### src/rtl/cal_pkg.sv
package cal_pkg;
  typedef enum logic [1:0] {
    ST_IDLE = 2'd0,
    ST_QUAL = 2'd1,
    ST_RUN  = 2'd2
  } cal_state_e;
endpackage

### src/rtl/cal_sync.sv
module cal_sync #(
  parameter int STAGES = 2
) (
  input  logic clk,
  input  logic rst,
  input  logic din,
  output logic lvl,
  output logic rise
);
  logic [STAGES-1:0] chain;
  logic              prev;

  always_ff @(posedge clk) begin
    if (rst) begin
      chain <= '0;
      prev  <= 1'b0;
    end else begin
      chain <= {chain[STAGES-2:0], din};
      prev  <= chain[STAGES-1];
    end
  end

  assign lvl  = chain[STAGES-1];
  assign rise = chain[STAGES-1] & ~prev;
endmodule

### src/rtl/cal_fsm.sv
module cal_fsm
  import cal_pkg::*;
#(
  parameter int MIN_PULSE  = 4,
  parameter int CAL_CYCLES = 17400
) (
  input  logic clk,
  input  logic rst,
  input  logic req_lvl,
  input  logic req_rise,
  output logic ready,
  output logic active
);
  localparam int WW = $clog2(MIN_PULSE + 1);
  localparam int CW = $clog2(CAL_CYCLES + 1);
  localparam logic [WW-1:0] WIDTH_LAST = WW'(MIN_PULSE - 1);
  localparam logic [CW-1:0] SPAN_END   = CW'(CAL_CYCLES);

  cal_state_e    state, nxt;
  logic [WW-1:0] width_cnt;
  logic [CW-1:0] span_cnt;

  always_comb begin
    nxt = state;
    unique case (state)
      ST_IDLE: if (req_rise) nxt = ST_QUAL;
      ST_QUAL: begin
        if (!req_lvl)                    nxt = ST_IDLE;
        else if (width_cnt == WIDTH_LAST) nxt = ST_RUN;
      end
      ST_RUN:  if (span_cnt == SPAN_END) nxt = ST_IDLE;
      default: nxt = ST_IDLE;
    endcase
  end

  always_ff @(posedge clk) begin
    if (rst) begin
      state     <= ST_IDLE;
      width_cnt <= '0;
      span_cnt  <= '0;
      ready     <= 1'b1;
      active    <= 1'b0;
    end else begin
      state     <= nxt;
      width_cnt <= (state == ST_QUAL) ? width_cnt + 1'b1 : WW'(1);
      span_cnt  <= (nxt == ST_IDLE) ? '0 : span_cnt + 1'b1;
      ready     <= (nxt == ST_IDLE);
      active    <= (nxt == ST_RUN);
    end
  end


  short_abort_chk: assert property (@(posedge clk) disable iff (rst)
    (state == ST_QUAL && !req_lvl) |=> ready);


  span_bound_chk: assert property (@(posedge clk) disable iff (rst)
    (span_cnt <= SPAN_END));


  busy_ignores_rise_chk: assert property (@(posedge clk) disable iff (rst)
    (state == ST_RUN && req_rise && span_cnt != SPAN_END) |=> (state == ST_RUN));
endmodule

### src/rtl/cal_tick_gen.sv
module cal_tick_gen #(
  parameter int TICK_DIV = 64
) (
  input  logic clk,
  input  logic rst,
  input  logic active,
  output logic tick
);
  localparam int TW = $clog2(TICK_DIV);
  localparam logic [TW-1:0] TC_LAST = TW'(TICK_DIV - 1);

  logic [TW-1:0] tc;

  always_ff @(posedge clk) begin
    if (rst || !active) begin
      tc   <= '0;
      tick <= 1'b0;
    end else if (tc == TC_LAST) begin
      tc   <= '0;
      tick <= 1'b1;
    end else begin
      tc   <= tc + 1'b1;
      tick <= 1'b0;
    end
  end


  tick_in_window_chk: assert property (@(posedge clk) disable iff (rst)
    tick |-> $past(active));


  tick_single_chk: assert property (@(posedge clk) disable iff (rst)
    tick |=> !tick);
endmodule

### src/rtl/selfcal_seq.sv
module selfcal_seq #(
  parameter int SYNC_STAGES = 2,
  parameter int MIN_PULSE   = 4,
  parameter int CAL_CYCLES  = 17400,
  parameter int TICK_DIV    = 64
) (
  input  logic clk,
  input  logic rst,
  input  logic cal_req_async,
  output logic ready,
  output logic cal_active,
  output logic cal_tick
);
  logic req_lvl;
  logic req_rise;

  cal_sync #(.STAGES(SYNC_STAGES)) u_sync (
    .clk  (clk),
    .rst  (rst),
    .din  (cal_req_async),
    .lvl  (req_lvl),
    .rise (req_rise)
  );

  cal_fsm #(.MIN_PULSE(MIN_PULSE), .CAL_CYCLES(CAL_CYCLES)) u_fsm (
    .clk      (clk),
    .rst      (rst),
    .req_lvl  (req_lvl),
    .req_rise (req_rise),
    .ready    (ready),
    .active   (cal_active)
  );

  cal_tick_gen #(.TICK_DIV(TICK_DIV)) u_tick (
    .clk    (clk),
    .rst    (rst),
    .active (cal_active),
    .tick   (cal_tick)
  );


  ready_fall_src_chk: assert property (@(posedge clk) disable iff (rst)
    $fell(ready) |-> $past(req_rise));


  active_not_ready_chk: assert property (@(posedge clk) disable iff (rst)
    cal_active |-> !ready);
endmodule

### config.mk
export PLATFORM = sky130hd
export DESIGN_NAME = selfcal_seq
export DESIGN_NICKNAME = d
export VERILOG_FILES = /design/src/rtl/cal_pkg.sv /design/src/rtl/cal_sync.sv /design/src/rtl/cal_fsm.sv /design/src/rtl/cal_tick_gen.sv /design/src/rtl/selfcal_seq.sv
export SDC_FILE = /design/constraint.sdc
export NUM_CORES = 1
export LEC_CHECK = 0
export BUFFER_PORTS_ARGS = -buffer_cell sky130_fd_sc_hd__buf_2
export CAP_MARGIN = 20
export CELL_PAD_IN_SITES_DETAIL_PLACEMENT = 1
export CELL_PAD_IN_SITES_GLOBAL_PLACEMENT = 1
export CORE_MARGIN = 8
export CORE_UTILIZATION = 49
export CTS_CLUSTER_SIZE = 40
export DETAILED_ROUTE_END_ITERATION = 8
export PLACE_DENSITY = 0.89
export SLEW_MARGIN = 20
export SYNTH_ARGS = -nofsm -noshare
export SYNTH_HDL_FRONTEND = slang
export SYNTH_SLANG_ARGS = --single-unit
### constraint.sdc
create_clock -name clk -period 3.8 [get_ports clk]
set_input_delay 0.76 -clock clk [delete_from_list [all_inputs] [get_ports clk]]
set_output_delay 0.76 -clock clk [all_outputs]
set_load 0.02 [all_outputs]
Yosys cells after proc, flatten, opt, wreduce, memory -nomap -nowiden --
Index checks and enable logic that the tools add are counted.
Storage, ports and cells: register bits after elaboration 32, input port bits 3, logic and storage cells 36
Operators by class: add/sub/neg operators 3, equal/unequal tests 6, muxes and demuxes 7, reductions and logical operators 7, bitwise operators 3
Operator list (number):
- adder 15 x 1 -> 15 bit, second input constant | 1
- == test 15 bit, second input constant | 1
- 2-to-1 mux 2 bit | 4
- adder 6 x 1 -> 6 bit, second input constant | 1
- == test 6 bit, second input constant | 1
- one-hot mux 2 bit (3 select lines) | 1
- OR reduction 2 bit | 3
- == test 2 bit, second input constant | 2
- logical NOT 2 bit | 2
- adder 3 x 1 -> 3 bit, second input constant | 1
- == test 3 x 2 -> 1 bit, second input constant | 1
- == test 2 x 1 -> 1 bit, second input constant | 1
- 2-to-1 mux 1 bit | 2
- inverter 1 bit | 2
- AND 1 bit | 1
- logical NOT 1 bit | 1
- logical OR 1 bit | 1

Logic depth before layout (Yosys ltp) --
depth in word-level cells 6, depth in mapped cells 7

Hierarchy --
Synthesis repeated with hierarchy kept, for this count alone.
Second synthesis, totals: cell total of the unflattened synthesis 137, area total of the unflattened synthesis 1293.7 um2
Modules (own cells, without submodules):
- cal_fsm | area each 937.1 um2, times used 1, sequential area each 440.4 um2, cells an instance 101
- cal_tick_gen | area each 269.0 um2, times used 1, sequential area each 140.1 um2, cells an instance 29
- cal_sync | area each 87.6 um2, times used 1, sequential area each 60.1 um2, cells an instance 7

Least setup slack after synthesis --
Ideal clock, no wire load.
path type input to register, start in rst, end reg u_fsm.span_cnt[14], cell stages on the path 6, arrival time 1.584 ns, buffers on the path 2, slack 2.101 ns, setup time 0.115 ns, cell sequence clkbuf_1 > nor2b_1 > nand3_1 > o31a_4 > buf_12 > nor2_2
On the way: word-level cells in the longest chain between the ends 1
Ends and longest elaborated chain:
- start: declaration | RTL line selfcal_seq.sv:8 | input logic rst,
- OR reduction 2 bit (no line)
- end signal: assignment | RTL line cal_fsm.sv:46 | span_cnt <= (nxt == ST_IDLE) ? '0 : span_cnt + 1'b1;
- end: declaration | RTL line cal_fsm.sv:21 | logic [CW-1:0] span_cnt;
No other way between the ends. A chain may end at the register's enable or synchronous reset.

Worst setup path in the final report --
start reg u_fsm.span_cnt[10], end reg u_fsm.span_cnt[2]
On the way: word-level cells in the longest chain between the ends 5
Ends and longest elaborated chain:
- == test 15 bit | RTL line cal_fsm.sv:31 | ST_RUN: if (span_cnt == SPAN_END) nxt = ST_IDLE;
- 2-to-1 mux 2 bit | RTL line cal_fsm.sv:31
- one-hot mux 2 bit (3 select lines) | RTL line cal_fsm.sv:25 | unique case (state)
- logical NOT 2 bit | RTL line cal_fsm.sv:46
- OR reduction 2 bit (no line)
No other way between the ends.

==> out/summary.md <==
Yosys attributes the largest share of cell area to sky130_fd_sc_hd__dfxtp_1 50%, sky130_fd_sc_hd__xnor2_1 10%, sky130_fd_sc_hd__ha_1 4.9%, sky130_fd_sc_hd__nor2_1 4.7%, sky130_fd_sc_hd__nor2_2 4.4%. After clock tree synthesis, the repair step resized 0 gates. Main flop type after synthesis: sky130_fd_sc_hd__dfxtp_1.

The run gives 990 as the number of global-route vias before repair. TritonCTS built the clock tree. For the smallest setup slack after layout, the log shows 2050 ps. Critical path endpoint category: a flip-flop. Dividing the detail-routed wire length by the instance count gives 15.8 µm.

After synthesis, the share of flip-flops with an asynchronous set or reset is 0%. The worst setup path is launched from a flip-flop. In the routed design, unresolved DRC markers number 0. For the worst setup path, the data arrival time is 1960 ps. The run gives 6 as the number of placed I/O pins. After clock tree synthesis, the clock-pin slew on the worst setup and hold paths is 100 ps. In this run, CTS created clock tree buffers numbering 5. Registers take 641 µm². The number of search-and-repair iterations in the first detailed-routing pass was 4. The run gives 51.9% as the initial core utilization. For this block, the via count after detailed routing is 925. The largest individual stage delay along the critical path comes from the cell sky130_fd_sc_hd__or4b_1. The tools report the final antenna-violating net count as 0.

The run gives 76.7% as the normalized max-slew margin. The logs give 0 for the total congestion overflow after global routing and 0 for the count of inserted antenna diode cells. The stage delay of the slowest cell on the critical path was 560 ps. Walking the worst path, the cells encountered are or4b_1, o41ai_2, o31a_4, nor2_1. The type of the worst min-delay path is flip-flop to flip-flop.

At the placement stage, the worst setup path has a slack of 2070 ps. The logs give 2690 µm for the sum of routed wire length over all layers and 14.0% for the total global routing track utilization. The relative area change from synthesis to final layout came out at 8.08%. The startpoint identified for the worst register-to-register timing path is u_fsm.span_cnt[10]$_SDFF_PP0_. Clock latency on the worst-skew pair: 330 ps. Sorting the synthesized cells by how often they occur yields 32 x sky130_fd_sc_hd__dfxtp_1, 16 x sky130_fd_sc_hd__nor2_1, 15 x sky130_fd_sc_hd__xnor2_1, 9 x sky130_fd_sc_hd__nor2_2, 7 x sky130_fd_sc_hd__inv_1. The placeable core region came out at 2480 µm².

In this design, the largest share of critical-path delay is due to simple AND/OR/NAND/NOR gates. The number of storage elements in the synthesis netlist was 32. Dominant cell type by area after synthesis: sky130_fd_sc_hd__dfxtp_1.

Dividing the final minimum period by the clock period gives 46.0%. For the number of clock sinks seen by CTS, the log shows 32. The type of the worst setup path was flip-flop to flip-flop. The starting DRC count in detailed routing is 20, and the final number of setup-violating endpoints is 0. The run gives 148 as the final-stage net count. The number of buffers and inverters on the critical path is 0. The cell area that synthesis handed to floorplanning was 1280 µm². The post-cts hold buffer count came out at 0.

The worst hold path begins at u_sync.chain[0]$_SDFF_PP0_. Based on the critical path, the design can be clocked at up to 0.572 GHz. The count of buffers added on input and output ports is 5. Yosys printed 0 warnings.

The tools report the maximum resistive drop on vdd as 0.291 mV. For the register-to-register path setup slack, the log shows 2050 ps. Setup repair after global routing left no endpoint under its margin. The number of cells traversed by the worst hold path works out to 1. In this run, synthesis inferred 0 flip-flops with an integrated enable. For this design the static power due to leakage is 0.000443 µW. At the worst endpoint, the required time is 4020 ps.

Dividing total power by cell area gives a power density of 406 nW/µm². Of the synthesized area, sequential elements account for 49.9%. The path with the worst hold slack has its endpoint at u_sync.chain[1]$_SDFF_PP0_. Counting along the longest clock path gives a buffer depth of 2.

The wire length of the first global-routing pass was 4600 µm; the number of antenna violations at the first check in global routing was 0. The max-capacitance violation count is 0, and the area taken by multi-input logic gates is 594 µm². The number of different library cells used by synthesis comes to 25. The critical register-to-register path endpoint was u_fsm.span_cnt[2]$_SDFF_PP0_. Measured along the y axis, the die boundary spans 67.2 µm.

The number of cells traversed by the worst register-to-register path works out to 4. Among all cell types in the netlist, the one instantiated most often is sky130_fd_sc_hd__dfxtp_1. Buffers added to address setup during post-CTS repair amount to 0. The total number of H-tree levels is 2, and the synthesized netlist cell count is 130.

The tools report the accumulated negative setup slack as 0 ps. In this run the biggest area consumer among cell types represents 49.9% of the synthesized area. The count of filler cells inserted in the layout is 297, and the actual slew at the worst max-slew pin is 346 ps. The horizontal die dimension was 67.2 µm; the final setup skew was 4.91 ps.

The tools report the sum of net half-perimeters after detailed placement as 2030 µm. Subtracting the final worst setup slack from the clock period gives 1750 ps. The final count of pins violating max slew was 0; the final RePlAce weighted congestion was 0.815. Entering global routing, the biggest net connects 17 pins.

The total die area is 4520 µm², and the number of placement rows is 18. For the total count of hold-check failures in the final report, the log shows 0. The total nets after synthesis is 138.

In the final layout, the share of cells above drive strength 1 is 16.4%. The mean post-synth cell area was 9.88 µm². Dividing the detail-routed via count by the number of cells gives 5.44. The tools report the CTS root buffer as sky130_fd_sc_hd__clkbuf_4.

The run finished with clean final reports. Along the worst path, the maximum fanout reaches 16.
-- area by class of cell --
| type | count | area share (%) |
|---|---|---|
| clock buffer | 7 | 4.68 |
| inverter | 7 | 1.89 |
| multi-input combinational | 89 | 42.8 |
| sequential | 32 | 46.1 |
| tap | 30 | 2.70 |
| timing repair buffer | 5 | 1.80 |
-- registers in the layout (all words and copies together), names as in the netlist --
register,count
u_fsm.active,1
u_fsm.ready,1
u_fsm.span_cnt,15
u_fsm.state,2
u_fsm.width_cnt,3
u_sync.chain,2
u_sync.prev,1
u_tick.tc,6
u_tick.tick,1
-- through the flow --
stage / hold WS, ps / utilization [%] / cells / cell area (µm²) / power, µW
2_1_floorplan: 413 / - / 130 / 1280 / 355
5_1_grt: 468 / 56.1 / 170 / 1390 / 586
3_3_place_gp: 424 / 53.4 / 163 / 1320 / 356
6_report: 459 / 56.1 / 170 / 1390 / 563
3_5_place_dp: 451 / 53.4 / 163 / 1320 / 357
4_1_cts: 464 / 56.1 / 170 / 1390 / 569
-- layer usage --
layer / global-route usage, % / routed length, µm / share of wire (%)
met5: 0 / 0 / 0
met4: 7.83 / 48 / 1.8
met3: 3.97 / 86 / 3.2
met2: 25.3 / 1460 / 54
met1: 14.2 / 1100 / 41
-- layout by cell type, fill, tap and decap left out --
| master | n |
|---|---|
| sky130_fd_sc_hd__nand3_1 | 6 |
| sky130_fd_sc_hd__ha_1 | 5 |
| sky130_fd_sc_hd__nor2_2 | 9 |
| sky130_fd_sc_hd__a21oi_1 | 1 |
| sky130_fd_sc_hd__or4b_1 | 1 |
| sky130_fd_sc_hd__nand2b_1 | 3 |
| sky130_fd_sc_hd__clkbuf_8 | 2 |
| sky130_fd_sc_hd__xnor2_1 | 15 |
| sky130_fd_sc_hd__nor3_1 | 5 |
| sky130_fd_sc_hd__o31a_4 | 1 |
| sky130_fd_sc_hd__o41ai_2 | 1 |
| sky130_fd_sc_hd__a31oi_1 | 1 |
| sky130_fd_sc_hd__nand2_1 | 6 |
| sky130_fd_sc_hd__nor2_1 | 16 |
| sky130_fd_sc_hd__clkbuf_4 | 5 |
| sky130_fd_sc_hd__and3_1 | 2 |
| sky130_fd_sc_hd__xor2_1 | 2 |
| sky130_fd_sc_hd__nor3b_1 | 1 |
| sky130_fd_sc_hd__o22a_1 | 1 |
| sky130_fd_sc_hd__nor2b_1 | 4 |
| sky130_fd_sc_hd__nor4_1 | 4 |
| sky130_fd_sc_hd__inv_1 | 7 |
| sky130_fd_sc_hd__nand4bb_1 | 1 |
| sky130_fd_sc_hd__nand4_1 | 4 |
| sky130_fd_sc_hd__buf_2 | 5 |
| sky130_fd_sc_hd__dfxtp_1 | 32 |
-- worst max-delay path by stage --
stage               slack (ps)  depth (start not counted)                       endpoint                          start
floorplan                 2100                          6  u_fsm.span_cnt[14]$_SDFF_PP0_                            rst
global placement          2130                          4   u_fsm.span_cnt[5]$_SDFF_PP0_  u_fsm.span_cnt[10]$_SDFF_PP0_
detailed placement        2070                          4   u_fsm.span_cnt[1]$_SDFF_PP0_  u_fsm.span_cnt[10]$_SDFF_PP0_
CTS                       2040                          4   u_fsm.span_cnt[1]$_SDFF_PP0_  u_fsm.span_cnt[10]$_SDFF_PP0_
global route              1970                          4   u_fsm.span_cnt[2]$_SDFF_PP0_  u_fsm.span_cnt[10]$_SDFF_PP0_
finish                    2050                          4   u_fsm.span_cnt[2]$_SDFF_PP0_  u_fsm.span_cnt[10]$_SDFF_PP0_
-- power breakdown --
| part | switching (µW) | internal [µW] | total, µW |
|---|---|---|---|
| registers | 1.98 | 338 | 340 |
| clock network | 109 | 105 | 214 |
| logic | 5.62 | 3.69 | 9.31 |
-- logic make-up (layout without fill, tap and decap cells) --
kind of cell               Yosys count  after routing  synth area share, %
buffers and inverters                9             19                 3.89
adders and majority gates            5              5                 4.87
and+or+nand+nor                     62             62                 25.6
DFF                                 32             32                 49.9
AOI/OAI and AO/OA                    5              5                 4.19
xor gates and xnor gates            17             17                 11.6
No activity file was read; power rests on OpenSTA's default activity.
